--- src/rtl/svc_status_pkg.sv ---
package svc_status_pkg;

    localparam int BYTE_W   = 8;
    localparam int QUES_POS = 3;
    localparam int MAV_POS  = 4;
    localparam int EVT_POS  = 5;
    localparam int SUM_POS  = 6;

    typedef struct packed {
        logic       spare7;
        logic       sum;
        logic       evt;
        logic       mav;
        logic       ques;
        logic [2:0] spare_lo;
    } stat_byte_t;

    function automatic logic [BYTE_W-1:0] summary_mask(input logic [BYTE_W-1:0] en);
        logic [BYTE_W-1:0] m;
        m = en;
        m[SUM_POS] = 1'b0;
        return m;
    endfunction

    function automatic logic summary_of(input stat_byte_t s, input logic [BYTE_W-1:0] en);
        return |(s & summary_mask(en));
    endfunction

endpackage

--- src/rtl/svc_mav_flag.sv ---
module svc_mav_flag (
    input  logic clk,
    input  logic rst,
    input  logic set_i,
    input  logic clr_i,
    output logic flag_o
);
    always_ff @(posedge clk) begin
        if (rst)
            flag_o <= 1'b0;
        else if (set_i)
            flag_o <= 1'b1;
        else if (clr_i)
            flag_o <= 1'b0;
    end
endmodule

--- src/rtl/svc_enable_reg.sv ---
module svc_enable_reg #(
    parameter int W = 8
) (
    input  logic         clk,
    input  logic         rst,
    input  logic         wr_i,
    input  logic [W-1:0] wdata_i,
    output logic [W-1:0] en_o
);
    always_ff @(posedge clk) begin
        if (rst)
            en_o <= '0;
        else if (wr_i)
            en_o <= wdata_i;
    end
endmodule

--- src/rtl/svc_req_latch.sv ---
module svc_req_latch (
    input  logic clk,
    input  logic rst,
    input  logic sum_i,
    input  logic panel_i,
    input  logic poll_i,
    output logic req_o
);
    logic sum_prev;
    logic sum_rise;

    assign sum_rise = sum_i & ~sum_prev;

    always_ff @(posedge clk) begin
        if (rst) begin
            sum_prev <= 1'b0;
            req_o    <= 1'b0;
        end else begin
            sum_prev <= sum_i;
            if (sum_rise || panel_i)
                req_o <= 1'b1;
            else if (poll_i)
                req_o <= 1'b0;
        end
    end
endmodule

--- src/rtl/svc_status_core.sv ---
module svc_status_core
    import svc_status_pkg::*;
(
    input  logic              clk,
    input  logic              rst,
    input  logic              ques_sum_i,
    input  logic              evt_sum_i,
    input  logic              mav_set_i,
    input  logic              term_sent_i,
    input  logic              panel_req_i,
    input  logic              en_wr_i,
    input  logic [BYTE_W-1:0] en_wdata_i,
    input  logic              poll_rd_i,
    output logic [BYTE_W-1:0] qry_byte_o,
    output logic [BYTE_W-1:0] poll_byte_o,
    output logic              srq_o
);
    logic              mav_q;
    logic [BYTE_W-1:0] en_q;
    logic              req_q;
    logic              sum_w;
    stat_byte_t        base_s;
    stat_byte_t        qry_s;
    stat_byte_t        poll_s;

    svc_mav_flag u_mav (
        .clk    (clk),
        .rst    (rst),
        .set_i  (mav_set_i),
        .clr_i  (term_sent_i),
        .flag_o (mav_q)
    );

    svc_enable_reg #(.W(BYTE_W)) u_en (
        .clk     (clk),
        .rst     (rst),
        .wr_i    (en_wr_i),
        .wdata_i (en_wdata_i),
        .en_o    (en_q)
    );

    always_comb begin
        base_s          = '0;
        base_s.ques     = ques_sum_i;
        base_s.mav      = mav_q;
        base_s.evt      = evt_sum_i;
        sum_w           = summary_of(base_s, en_q);
        qry_s           = base_s;
        qry_s.sum       = sum_w;
        poll_s          = base_s;
        poll_s.sum      = req_q;
    end

    svc_req_latch u_req (
        .clk     (clk),
        .rst     (rst),
        .sum_i   (sum_w),
        .panel_i (panel_req_i),
        .poll_i  (poll_rd_i),
        .req_o   (req_q)
    );

    assign qry_byte_o  = qry_s;
    assign poll_byte_o = poll_s;
    assign srq_o       = req_q;

endmodule

--- config.mk ---
export PLATFORM = sky130hd
export DESIGN_NAME = svc_status_core
export DESIGN_NICKNAME = d
export VERILOG_FILES = /design/src/rtl/svc_status_pkg.sv /design/src/rtl/svc_mav_flag.sv /design/src/rtl/svc_enable_reg.sv /design/src/rtl/svc_req_latch.sv /design/src/rtl/svc_status_core.sv
export SDC_FILE = /design/constraint.sdc
export NUM_CORES = 1
export LEC_CHECK = 0
export BUFFER_PORTS_ARGS = -buffer_cell sky130_fd_sc_hd__buf_2
export CORE_ASPECT_RATIO = 1.1
export CORE_UTILIZATION = 34
export DETAILED_ROUTE_END_ITERATION = 10
export PLACE_DENSITY = 0.74
export SYNTH_ARGS = -nofsm -noshare
export SYNTH_HDL_FRONTEND = slang
export SYNTH_HIERARCHICAL = 1
export SYNTH_SLANG_ARGS = --single-unit
--- constraint.sdc ---
create_clock -name clk -period 1 [get_ports clk]
set_clock_uncertainty 0.15 [all_clocks]
set_input_delay 0.15 -clock clk [delete_from_list [all_inputs] [get_ports clk]]
set_output_delay 0.15 -clock clk [all_outputs]
set_load 0.02 [all_outputs]
==> impl_metrics.tcl <==
set metrics [dict create \
    clkLatencyLatePin_ps 210 \
    antenna_cells 0 \
    min_to "u_en/en_o[4]$_SDFFE_PP0P_" \
    path_clk_slew_ps 50 \
    min_path_type "in2reg" \
    placementRows 11 \
    die-height_um 36.2 \
    utilization_pct 51.7 \
    setup_violations 5 \
    die_w_um 33.1 \
    min_path_cells 3 \
    power.total_uw 600 \
    fin_crit_ps 1360 \
    wl_um 540 \
    clock_sinks 6 \
    cp.required_ps 700 \
    clockBufferDepth 2 \
    drcViolationCount 0 \
    drive_gt1_share_pct 50.8 \
    r2r_cells 6 \
    rr_startpoint "u_en/en_o[3]$_SDFFE_PP0P_" \
    hold_violations 0 \
    core_um2 908 \
    grt_overflow 0 \
    htreeDepth 1 \
    violations "setup timing" \
    cts-root-buf "clkbuf_2" \
    initial_core_util_pct 39.8 \
    seq_area_um2 123 \
    cts_tree "done" \
    hold_start "en_wdata_i[4]" \
    synthesis.area_um2 362 \
    io_buffers 20 \
    vdd_drop_max_uv 512 \
    grt_pass1_wl_um 648 \
    n_fill_cell 91 \
    area_growth_pct 29.8 \
    min_period_over_period_pct 136 \
    slew_violations 0 \
    multiInputGateArea_um2 121 \
    outcome "complete, but fails checks" \
    worst-setup-path-type "reg2out" \
    setup.worst_path.end_class "primary output" \
    cts-buffers-inserted 3 \
    fin_cells 72 \
    num_vias 269 \
    reg2reg_slack_ps -330 \
    place_inst 65 \
    vias_per_cell 3.74 \
    ys_warn_count 6 \
    critPathArrivalTime_ps 1060 \
    drtPass1Iterations 4 \
    p_leak_nw 0.262 \
    power-per-cell-area_nw_per_um2 1280 \
    drv_cap 0 \
    setup_ws_ps -362 \
    avgSynthCellArea_um2 8.82 \
    rsz0062_at_grt "true" \
    drt_iter0_drc 6 \
    cp_max_fo 2 \
    antenna_left 0 \
    wire_per_inst_um 7.50 \
    start_kind "flip-flop" \
    synthCells 41 \
    clock.fmax_mhz 734 \
    die_area_um2 1200 \
    ios 34 \
    gp_congestion 0.546 \
    grt_pass1_vias 183 \
    timing.rr.end "u_req/req_o$_SDFFE_PP0P_" \
    antenna_found_initial 0 \
    grt_max_degree 7 \
    nets 78 \
    grt_use_total_pct 9.63 \
]
repair_timing:
| action | in CTS | in global routing |
|---|---|---|
| gates resized for setup | 10 | 3 |
| hold endpoints to repair | 1 | 1 |
| setup buffers | 2 | 2 |
| endpoints found under the setup margin | 7 | 7 |
| hold buffers | 1 | 1 |
| pin swaps | 0 | 0 |
routing by layer:
metal  vias to the layer above  GRT usage, %  share of wire [%]  wire (um)
li1                        139             -                  -          -
met1                       109          8.76                 38        207
met2                        19          12.7                 48        258
met3                         2          5.04                 13         68
met4                         0          11.5                1.1          6
met5                         -             0                  0          0
worst max-delay path by stage:
stage,start,to,slack (ps),cells past startpoint
2_1_floorplan,u_en/en_o[3]$_SDFFE_PP0P_,qry_byte_o[6],-120,3
3_3_place_gp,u_en/en_o[3]$_SDFFE_PP0P_,qry_byte_o[6],-150,3
3_5_place_dp,u_en/en_o[3]$_SDFFE_PP0P_,qry_byte_o[6],-180,3
4_1_cts,u_en/en_o[3]$_SDFFE_PP0P_,qry_byte_o[6],-390,3
5_1_grt,u_en/en_o[3]$_SDFFE_PP0P_,qry_byte_o[6],-430,3
6_report,u_en/en_o[3]$_SDFFE_PP0P_,qry_byte_o[6],-360,3
critical path, cell delays in order, from the launching register on:
cell	delay [ps]
dfxtp_1	300
a222oi_1	300
inv_1	90
buf_2	170
area by class of cell:
| class | instances | area share [%] |
|---|---|---|
| multi-input combinational | 21 | 25.9 |
| clock buffer | 3 | 3.20 |
| tap | 13 | 3.47 |
| inverter | 3 | 2.40 |
| timing repair buffer | 26 | 38.9 |
| sequential | 6 | 26.1 |
power by group:
part / internal (mW) / total [mW] / switching [mW]
Sequential: 0.256 / 0.265 / 0.00887
Combinational: 0.0845 / 0.180 / 0.0960
Clock: 0.0810 / 0.154 / 0.0729
stage by stage:
step	setup WS, ps	hold slack (ps)	area, um2	TNS, ps
4_1_cts	-390	0.753	444	-1020
2_1_floorplan	-122	62.4	388	-232
3_5_place_dp	-183	240	384	-443
6_report	-362	32.2	469	-1120
3_3_place_gp	-146	238	384	-333
5_1_grt	-432	11.5	469	-1460
sequential cells by signal (all words and copies together), names as in the netlist:
| signal | cells |
|---|---|
| u_en/en_o | 3 |
| u_mav/flag_o | 1 |
| u_req/req_o | 1 |
| u_req/sum_prev | 1 |
cells in the final DEF (no fill, tap or decap), drive strengths merged:
| cell type | count |
|---|---|
| a31oi | 1 |
| buf | 24 |
| conb | 8 |
| dfxtp | 6 |
| nand2b | 3 |
| nor2b | 1 |
| dlygate4sd3 | 2 |
| a21oi | 1 |
| mux2i | 3 |
| a222oi | 1 |
| clkbuf | 3 |
| nor2 | 3 |
| inv | 3 |
(Power assumes the default switching activity.)
